--- src/rtl/sport_pkg.sv ---
package sport_pkg;
    localparam int unsigned BYTE_W    = 8;
    localparam int unsigned REG_BYTES = 3;
    localparam int unsigned REG_W     = BYTE_W * REG_BYTES;
    localparam int unsigned NUM_REGS  = 5;
    localparam logic [1:0]  LAST_IDX  = 2'(REG_BYTES - 1);

    typedef enum logic [2:0] {
        RS_DATA = 3'd0,
        RS_CTRL = 3'd1,
        RS_OFFS = 3'd2,
        RS_FSP  = 3'd3,
        RS_FSN  = 3'd4
    } reg_sel_e;

    typedef enum logic {
        PH_INSTR = 1'b0,
        PH_DATA  = 1'b1
    } phase_e;

    function automatic reg_sel_e decode_sel(input logic [1:0] fld, input logic fsc);
        case (fld)
            2'd0:    return RS_DATA;
            2'd1:    return RS_CTRL;
            2'd2:    return RS_OFFS;
            default: return fsc ? RS_FSN : RS_FSP;
        endcase
    endfunction

    function automatic logic [1:0] step_idx(input logic [1:0] idx, input logic asc);
        if (asc) return (idx >= LAST_IDX) ? 2'd0 : idx + 2'd1;
        return (idx == 2'd0) ? LAST_IDX : idx - 2'd1;
    endfunction
endpackage

--- src/rtl/sport_sync.sv ---
module sport_sync #(
    parameter int unsigned STAGES = 2
) (
    input  logic clk,
    input  logic rst_n,
    input  logic cs_n,
    input  logic sclk,
    input  logic sdio_in,
    output logic cs_act,
    output logic rise,
    output logic fall,
    output logic din
);
    localparam int unsigned LAST = STAGES - 1;

    typedef struct packed {
        logic [STAGES-1:0] cs_sr;
        logic [STAGES-1:0] ck_sr;
        logic [STAGES-1:0] dt_sr;
        logic              ck_prev;
    } sync_t;

    sync_t sync_d, sync_q;

    always_comb begin
        sync_d         = sync_q;
        sync_d.cs_sr   = {sync_q.cs_sr[STAGES-2:0], cs_n};
        sync_d.ck_sr   = {sync_q.ck_sr[STAGES-2:0], sclk};
        sync_d.dt_sr   = {sync_q.dt_sr[STAGES-2:0], sdio_in};
        sync_d.ck_prev = sync_q.ck_sr[LAST];
    end

    always_ff @(posedge clk or negedge rst_n) begin
        if (!rst_n) begin
            sync_q.cs_sr   <= '1;
            sync_q.ck_sr   <= '0;
            sync_q.dt_sr   <= '0;
            sync_q.ck_prev <= 1'b0;
        end else begin
            sync_q <= sync_d;
        end
    end

    assign cs_act = ~sync_q.cs_sr[LAST];
    assign rise   = sync_q.ck_sr[LAST] & ~sync_q.ck_prev;
    assign fall   = ~sync_q.ck_sr[LAST] & sync_q.ck_prev;
    assign din    = sync_q.dt_sr[LAST];
endmodule

--- src/rtl/sport_engine.sv ---
module sport_engine
    import sport_pkg::*;
(
    input  logic        clk,
    input  logic        rst_n,
    input  logic        cs_act,
    input  logic        rise,
    input  logic        fall,
    input  logic        din,
    input  logic        ctrl_lsb,
    input  logic        ctrl_asc,
    input  logic [7:0]  rd_byte,
    output reg_sel_e    rd_sel,
    output logic [1:0]  rd_idx,
    output logic        wr_stb,
    output reg_sel_e    wr_sel,
    output logic [1:0]  wr_idx,
    output logic [7:0]  wr_byte,
    output logic        rd_done,
    output logic        dout,
    output logic        oe
);
    typedef struct packed {
        phase_e     phase;
        logic [2:0] bitcnt;
        logic [7:0] sh;
        logic       dir_wr;
        logic [2:0] left;
        logic [1:0] idx;
        reg_sel_e   sel;
        logic       dout;
        logic       lsb_x;
        logic       asc_x;
        logic       wr_stb;
        logic [7:0] wr_byte;
        reg_sel_e   wr_sel;
        logic [1:0] wr_idx;
        logic       rd_done;
    } eng_t;

    eng_t eng_d, eng_q;
    logic [7:0] nb;

    always_comb begin
        eng_d         = eng_q;
        eng_d.wr_stb  = 1'b0;
        eng_d.rd_done = 1'b0;
        nb = eng_q.lsb_x ? {din, eng_q.sh[7:1]} : {eng_q.sh[6:0], din};
        if (!cs_act) begin
            eng_d.phase  = PH_INSTR;
            eng_d.bitcnt = 3'd0;
            eng_d.lsb_x  = ctrl_lsb;
            eng_d.asc_x  = ctrl_asc;
        end else if (rise) begin
            eng_d.sh     = nb;
            eng_d.bitcnt = eng_q.bitcnt + 3'd1;
            if (eng_q.bitcnt == 3'd7) begin
                if (eng_q.phase == PH_INSTR) begin
                    eng_d.phase  = PH_DATA;
                    eng_d.dir_wr = nb[7];
                    eng_d.left   = {1'b0, nb[6:5]} + 3'd1;
                    eng_d.sel    = decode_sel(nb[3:2], nb[4]);
                    eng_d.idx    = (nb[1:0] > LAST_IDX) ? LAST_IDX : nb[1:0];
                end else begin
                    if (eng_q.dir_wr) begin
                        eng_d.wr_stb  = 1'b1;
                        eng_d.wr_byte = nb;
                        eng_d.wr_sel  = eng_q.sel;
                        eng_d.wr_idx  = eng_q.idx;
                    end
                    eng_d.idx  = step_idx(eng_q.idx, eng_q.asc_x);
                    eng_d.left = eng_q.left - 3'd1;
                    if (eng_q.left == 3'd1) begin
                        eng_d.phase   = PH_INSTR;
                        eng_d.rd_done = !eng_q.dir_wr && (eng_q.sel == RS_DATA);
                    end
                end
            end
        end else if (fall) begin
            if (eng_q.phase == PH_DATA && !eng_q.dir_wr)
                eng_d.dout = eng_q.lsb_x ? rd_byte[eng_q.bitcnt] : rd_byte[3'd7 - eng_q.bitcnt];
        end else if (eng_q.phase == PH_INSTR && eng_q.bitcnt == 3'd0) begin
            eng_d.lsb_x = ctrl_lsb;
            eng_d.asc_x = ctrl_asc;
        end
    end

    always_ff @(posedge clk or negedge rst_n) begin
        if (!rst_n) begin
            eng_q       <= '0;
            eng_q.sel   <= RS_DATA;
            eng_q.wr_sel <= RS_DATA;
        end else begin
            eng_q <= eng_d;
        end
    end

    assign rd_sel  = eng_q.sel;
    assign rd_idx  = eng_q.idx;
    assign wr_stb  = eng_q.wr_stb;
    assign wr_sel  = eng_q.wr_sel;
    assign wr_idx  = eng_q.wr_idx;
    assign wr_byte = eng_q.wr_byte;
    assign rd_done = eng_q.rd_done;
    assign dout    = eng_q.dout;
    assign oe      = cs_act && (eng_q.phase == PH_DATA) && !eng_q.dir_wr;

    // a released select leaves the engine waiting for a command
    p_abort_r11: assert property (@(posedge clk) disable iff (!rst_n)
        !cs_act |=> (eng_q.phase == PH_INSTR && eng_q.bitcnt == 3'd0));

    // the data phase never runs with zero bytes left
    p_len_r2: assert property (@(posedge clk) disable iff (!rst_n)
        eng_q.phase == PH_DATA |-> eng_q.left != 3'd0);

    // read data holds while no falling edge is seen
    p_hold_r7: assert property (@(posedge clk) disable iff (!rst_n)
        (cs_act && !fall && $past(cs_act)) |=> $stable(eng_q.dout));
endmodule

--- src/rtl/sport_regs.sv ---
module sport_regs
    import sport_pkg::*;
#(
    parameter int unsigned ASC_BIT = 23,
    parameter int unsigned LSB_BIT = 22,
    parameter int unsigned SDO_BIT = 21
) (
    input  logic             clk,
    input  logic             rst_n,
    input  logic             res_load,
    input  logic [REG_W-1:0] res_value,
    input  logic             wr_stb,
    input  reg_sel_e         wr_sel,
    input  logic [1:0]       wr_idx,
    input  logic [7:0]       wr_byte,
    input  reg_sel_e         rd_sel,
    input  logic [1:0]       rd_idx,
    input  logic             rd_done,
    output logic [7:0]       rd_byte,
    output logic             ctrl_asc,
    output logic             ctrl_lsb,
    output logic             ctrl_sdo,
    output logic             drdy_n
);
    typedef struct packed {
        logic [NUM_REGS-1:0][REG_W-1:0] r;
        logic                           drdy_n;
    } bank_t;

    bank_t bank_d, bank_q;

    always_comb begin
        bank_d = bank_q;
        for (int s = 0; s < NUM_REGS; s++) begin
            for (int b = 0; b < REG_BYTES; b++) begin
                if (wr_stb && wr_sel != RS_DATA && int'(wr_sel) == s && wr_idx == 2'(b))
                    bank_d.r[s][b*BYTE_W +: BYTE_W] = wr_byte;
            end
        end
        if (rd_done) bank_d.drdy_n = 1'b1;
        if (res_load) begin
            bank_d.r[int'(RS_DATA)] = res_value;
            bank_d.drdy_n           = 1'b0;
        end
    end

    always_ff @(posedge clk or negedge rst_n) begin
        if (!rst_n) begin
            bank_q.r      <= '0;
            bank_q.drdy_n <= 1'b1;
        end else begin
            bank_q <= bank_d;
        end
    end

    always_comb begin
        rd_byte = '0;
        for (int s = 0; s < NUM_REGS; s++)
            for (int b = 0; b < REG_BYTES; b++)
                if (int'(rd_sel) == s && rd_idx == 2'(b))
                    rd_byte = bank_q.r[s][b*BYTE_W +: BYTE_W];
    end

    assign ctrl_asc = bank_q.r[int'(RS_CTRL)][ASC_BIT];
    assign ctrl_lsb = bank_q.r[int'(RS_CTRL)][LSB_BIT];
    assign ctrl_sdo = bank_q.r[int'(RS_CTRL)][SDO_BIT];
    assign drdy_n   = bank_q.drdy_n;

    // a load always raises the ready indication
    p_load_ready_r8: assert property (@(posedge clk) disable iff (!rst_n)
        res_load |=> !drdy_n);

    // writes to the result register do not alter it
    p_data_ro_r9: assert property (@(posedge clk) disable iff (!rst_n)
        (wr_stb && wr_sel == RS_DATA && !res_load) |=> $stable(bank_q.r[int'(RS_DATA)]));
endmodule

--- src/rtl/serial_reg_port.sv ---
module serial_reg_port #(
    parameter int unsigned SYNC_STAGES = 2,
    parameter int unsigned ASC_BIT     = 23,
    parameter int unsigned LSB_BIT     = 22,
    parameter int unsigned SDO_BIT     = 21
) (
    input  logic        clk,
    input  logic        rst_n,
    input  logic        cs_n,
    input  logic        sclk,
    input  logic        sdio_in,
    output logic        sdio_out,
    output logic        sdio_oe,
    output logic        sdo,
    output logic        sdo_oe,
    input  logic        res_load,
    input  logic [23:0] res_value,
    output logic        drdy_n
);
    import sport_pkg::*;

    logic       cs_act, rise, fall, din;
    logic       ctrl_asc, ctrl_lsb, ctrl_sdo;
    logic [7:0] rd_byte, wr_byte;
    reg_sel_e   rd_sel, wr_sel;
    logic [1:0] rd_idx, wr_idx;
    logic       wr_stb, rd_done, dout, eng_oe;

    sport_sync #(.STAGES(SYNC_STAGES)) u_sync (
        .clk(clk), .rst_n(rst_n), .cs_n(cs_n), .sclk(sclk), .sdio_in(sdio_in),
        .cs_act(cs_act), .rise(rise), .fall(fall), .din(din)
    );

    sport_engine u_engine (
        .clk(clk), .rst_n(rst_n), .cs_act(cs_act), .rise(rise), .fall(fall),
        .din(din), .ctrl_lsb(ctrl_lsb), .ctrl_asc(ctrl_asc), .rd_byte(rd_byte),
        .rd_sel(rd_sel), .rd_idx(rd_idx), .wr_stb(wr_stb), .wr_sel(wr_sel),
        .wr_idx(wr_idx), .wr_byte(wr_byte), .rd_done(rd_done), .dout(dout),
        .oe(eng_oe)
    );

    sport_regs #(.ASC_BIT(ASC_BIT), .LSB_BIT(LSB_BIT), .SDO_BIT(SDO_BIT)) u_regs (
        .clk(clk), .rst_n(rst_n), .res_load(res_load), .res_value(res_value),
        .wr_stb(wr_stb), .wr_sel(wr_sel), .wr_idx(wr_idx), .wr_byte(wr_byte),
        .rd_sel(rd_sel), .rd_idx(rd_idx), .rd_done(rd_done), .rd_byte(rd_byte),
        .ctrl_asc(ctrl_asc), .ctrl_lsb(ctrl_lsb), .ctrl_sdo(ctrl_sdo),
        .drdy_n(drdy_n)
    );

    assign sdo      = dout;
    assign sdo_oe   = eng_oe & ctrl_sdo;
    assign sdio_out = dout;
    assign sdio_oe  = eng_oe & ~ctrl_sdo;

    // only one data pin drives at a time
    p_oe_excl_r10: assert property (@(posedge clk) disable iff (!rst_n)
        !(sdio_oe && sdo_oe));

    // the dedicated pin stays quiet while its enable bit is clear
    p_sdo_gate_r10: assert property (@(posedge clk) disable iff (!rst_n)
        !ctrl_sdo |-> !sdo_oe);
endmodule

--- config.mk ---
export PLATFORM = sky130hd
export DESIGN_NAME = serial_reg_port
export DESIGN_NICKNAME = d
export VERILOG_FILES = /design/src/rtl/sport_pkg.sv /design/src/rtl/sport_sync.sv /design/src/rtl/sport_engine.sv /design/src/rtl/sport_regs.sv /design/src/rtl/serial_reg_port.sv
export SDC_FILE = /design/constraint.sdc
export NUM_CORES = 1
export LEC_CHECK = 0
export ABC_AREA = 1
export ABC_CLOCK_PERIOD_IN_PS = 4100
export BUFFER_PORTS_ARGS = -buffer_cell sky130_fd_sc_hd__buf_2
export CORE_ASPECT_RATIO = 1.4
export CORE_MARGIN = 1
export CORE_UTILIZATION = 45
export CTS_CLUSTER_DIAMETER = 100
export CTS_CLUSTER_SIZE = 12
export DETAILED_ROUTE_END_ITERATION = 10
export GPL_TIMING_DRIVEN = 0
export SLEW_MARGIN = 20
export SYNTH_ARGS = -nofsm -noshare
export SYNTH_HDL_FRONTEND = slang
export SYNTH_SLANG_ARGS = --single-unit
--- constraint.sdc ---
create_clock -name clk -period 4.1 [get_ports clk]
set_input_delay 1.23 -clock clk [delete_from_list [all_inputs] [get_ports clk]]
set_output_delay 1.23 -clock clk [all_outputs]
set_load 0.01 [all_outputs]
==> flow_summary.ini <==
[routing]
drtPass1Iterations = 5
via_per_inst = 5.079
wl_per_cell_um = 16.20
drcViolationCount = 0
drt_iter0_drc = 463
ant_nets = 0
via_count = 6531
wl_um = 20840

[placed_design]
placed_area_um2 = 8594
dpl.hpwl_um = 14710
portBuffers = 33
gp_congestion = 0.7934

[grt]
track_usage = 0.2399
grt_pass1_vias = 6325
top_usage_layer = met2
use_met1 = 0.3007
gr-usage-met3 = 0.03358
grt_pass1_wl_um = 33320
antenna_found_initial = 0
grt_overflow_total = 0
grt_max_degree = 76
use_met2 = 0.4140

[yosys]
yosysTopAreaCell = dfrtp_1
synth.cell_area_um2 = 8069
syn_nets = 1024
ys_ff_latch = 167
synth_cells = 983
ys_types = 37
synth_edf_count = 0
synthMuxAreaShare = 0.02372
synth.yosys.warnings = 0
syn_avg_cell_area_um2 = 8.209
synthTopCellsByCount = 319 x nand2_1, 164 x dfrtp_1, 160 x o21ai_0, 79 x inv_1, 64 x nand3_1
synth_area_leaders = dfrtp_1 51%, nand2_1 15%, o21ai_0 9.9%
synthFlopType = dfrtp_1
synth_top_family_by_area = simple AND/OR/NAND/NOR gates
synth.top_cell.area_share = 0.5086
async_reset_ff_frac = 1.000
yosysSeqAreaShare = 0.5184
post-synth-top-count-cell = nand2_1
synth-simple-area-share = 0.2604
synthAdderAreaFrac = 0.01706
synth_xor_area_frac = 0
synth_compound_area_frac = 0.1096

[clock_tree]
path_clk_slew_ns = 0.06
post_cts.repair.setup_buffers = 0
htree_num_levels = 4
ctsHoldBuffers = 0
clock-root-buffer = clkbuf_16
cts.sinks = 167
cts_tree = done
cts_max_path_buffers = 2
post_cts_resized = 0
cts_made_buffers = 17
clkLatencyLatePin_ns = 0.43

[floorplanning]
num_io_pins = 35
coreArea_um2 = 17470
initial_core_util = 0.4618
die_h_um = 160.4
die_x_um = 115.2
row_count = 57
dieArea_um2 = 18480

[finish]
fillCellCount = 1665
layout.nets = 1078
final_util = 0.5272
drive_above_1_share = 0.1352
n_antenna_cell = 0
fin_area_um2 = 9213
syn_to_final_growth_pct = 14.17
seqCellArea_um2 = 4183
multi_input_area_um2 = 3321

[run_status]
status = completed

[worst_setup_path]
rr_startpoint = u_engine.rd_idx[0]
worstSetupStartpoint = u_engine.rd_idx[0]
r2r_cells = 24
critPathCaptureType = register
critPathLaunchType = register
path_max_fanout = 8
required_ns = 4.46
r2r_slack_ns = 0.88
r2r-end = u_engine.dout
crit_type = reg -> reg
worstPathArrival_ns = 3.58
crit_end = u_engine.dout

[timing]
worst_pin_slew_ns = 0.8275
min_period_ns = 3.223
slew_viol_final = 0
relSlewSlack = 0.4484
clock.fmax_ghz = 0.3102
setup-violations-final = 0
hold_violations = 0
grt_setup_unrepaired = no
clock-skew-final_ns = 0.008457
setup_tns_ns = 0
holdWs_ns = 0.3487
fin_crit_sh = 0.7862

[power_and_ir_drop]
p_per_area_nw_per_um2 = 393.7
leakage_nw = 4.214
total_power_w = 0.003627
irDropWorstVdd_v = 0.0002939

[hold_path]
hold_path.class = reg -> reg

[job]
maxCapViolCount = 0
-- critical path, cell delays in order, from the launching register on --
cell	delay, ns
dfrtp_1	0.47
inv_1	0.16
ha_1	0.18
inv_2	0.10
nor2_1	0.45
nand4_1	0.16
nand3_1	0.13
nand2_1	0.09
nand2_1	0.09
nand2_1	0.05
nand2_1	0.05
nand2_1	0.08
nand2_1	0.07
nand3_1	0.12
nand4_1	0.13
nand3_1	0.12
nand3b_1	0.13
nand2_1	0.10
nand3_1	0.08
nand3_1	0.10
nand3_2	0.10
nand3_2	0.05
nand2_1	0.07
nand2_1	0.04
nand2_1	0.06
-- where the power goes --
part,internal [W],leakage [nW],switching [W]
Sequential,0.00169,2.25,0.0000217
Clock,0.00102,0.297,0.000650
Combinational,0.0000814,1.66,0.000158
Total,0.00280,4.21,0.000829
-- cells in the final DEF, fill, tap and decap left out, drive strengths merged --
cell      netlist  layout
nor3            2       2
a22oi           1       1
nand3b          3       3
clkinv          2       5
a21oi           5       5
a32o            1       1
buf            10      45
or2            22      22
nand2         323     323
clkinvlp        0       1
o21ai         161     161
o22ai           1       1
inv            96      96
a31oi           1       1
ha             11      11
dfrtp         164     164
dfstp           3       3
nor2           31      31
bufinv          0       3
clkbuf         31      56
nand4          23      23
nand3          68      68
nor4            4       4
o211ai          2       2
a41oi           1       1
mux2           17      17
-- layout make-up --
| cell class | count | area share |
|---|---|---|
| Timing Repair Buffer | 35 | 0.02499 |
| Buffer | 41 | 0.02159 |
| Tap cell | 236 | 0.03205 |
| Inverter | 98 | 0.04047 |
| Sequential cell | 167 | 0.4540 |
| Clock inverter | 7 | 0.01263 |
| Multi-Input combinational cell | 677 | 0.3605 |
| Clock buffer | 25 | 0.05378 |
-- sequential cells by signal, summed over array words and instances, names as in the netlist --
signal	cells
u_regs.bank_q	117
u_engine.eng_q	18
u_engine.wr_byte	8
u_sync.sync_d	4
u_engine.rd_sel	3
u_engine.wr_sel	3
u_engine.rd_idx	2
u_engine.wr_idx	2
u_sync.sync_q	2
u_engine.dout	1
u_engine.rd_done	1
u_engine.wr_stb	1
u_regs.ctrl_asc	1
u_regs.ctrl_lsb	1
u_regs.ctrl_sdo	1
u_regs.drdy_n	1
u_sync.din	1
-- worst min path at each step --
stage	startpoint	to	slack, ns	cells after the start
6_report	u_sync.sync_d[2]	u_sync.din	0.35	0
3_3_place_gp	u_sync.sync_d[4]	u_sync.sync_d[0]	0.33	0
4_1_cts	u_sync.sync_d[4]	u_sync.sync_d[0]	0.35	0
5_1_grt	u_sync.sync_d[4]	u_sync.sync_d[0]	0.36	0
2_1_floorplan	u_sync.sync_d[2]	u_sync.din	0.33	0
3_5_place_dp	u_sync.sync_d[2]	u_sync.din	0.34	0
-- through the flow --
stage	cells	setup WS, ns
3_3_place_gp	1252	-0.8956
6_report	1286	0.8766
3_5_place_dp	1254	0.8572
4_1_cts	1286	0.8397
5_1_grt	1286	0.6526
2_1_floorplan	983	1.746
-- routing by layer --
metal  wire length [um]  share of wire
met3                599          0.029
met2              10650           0.51
met1               9024           0.43
met5                  0              0
met4                561          0.027
-- kinds of logic (layout without fill, tap and decap cells) --
group           after synthesis  in the layout
simple gates                476            476
compound gates              173            173
flops                       167            167
buf+inv                     139            206
mux                          17             17
fa+ha+maj                    11             11
No activity file was read; power rests on OpenSTA's default activity.
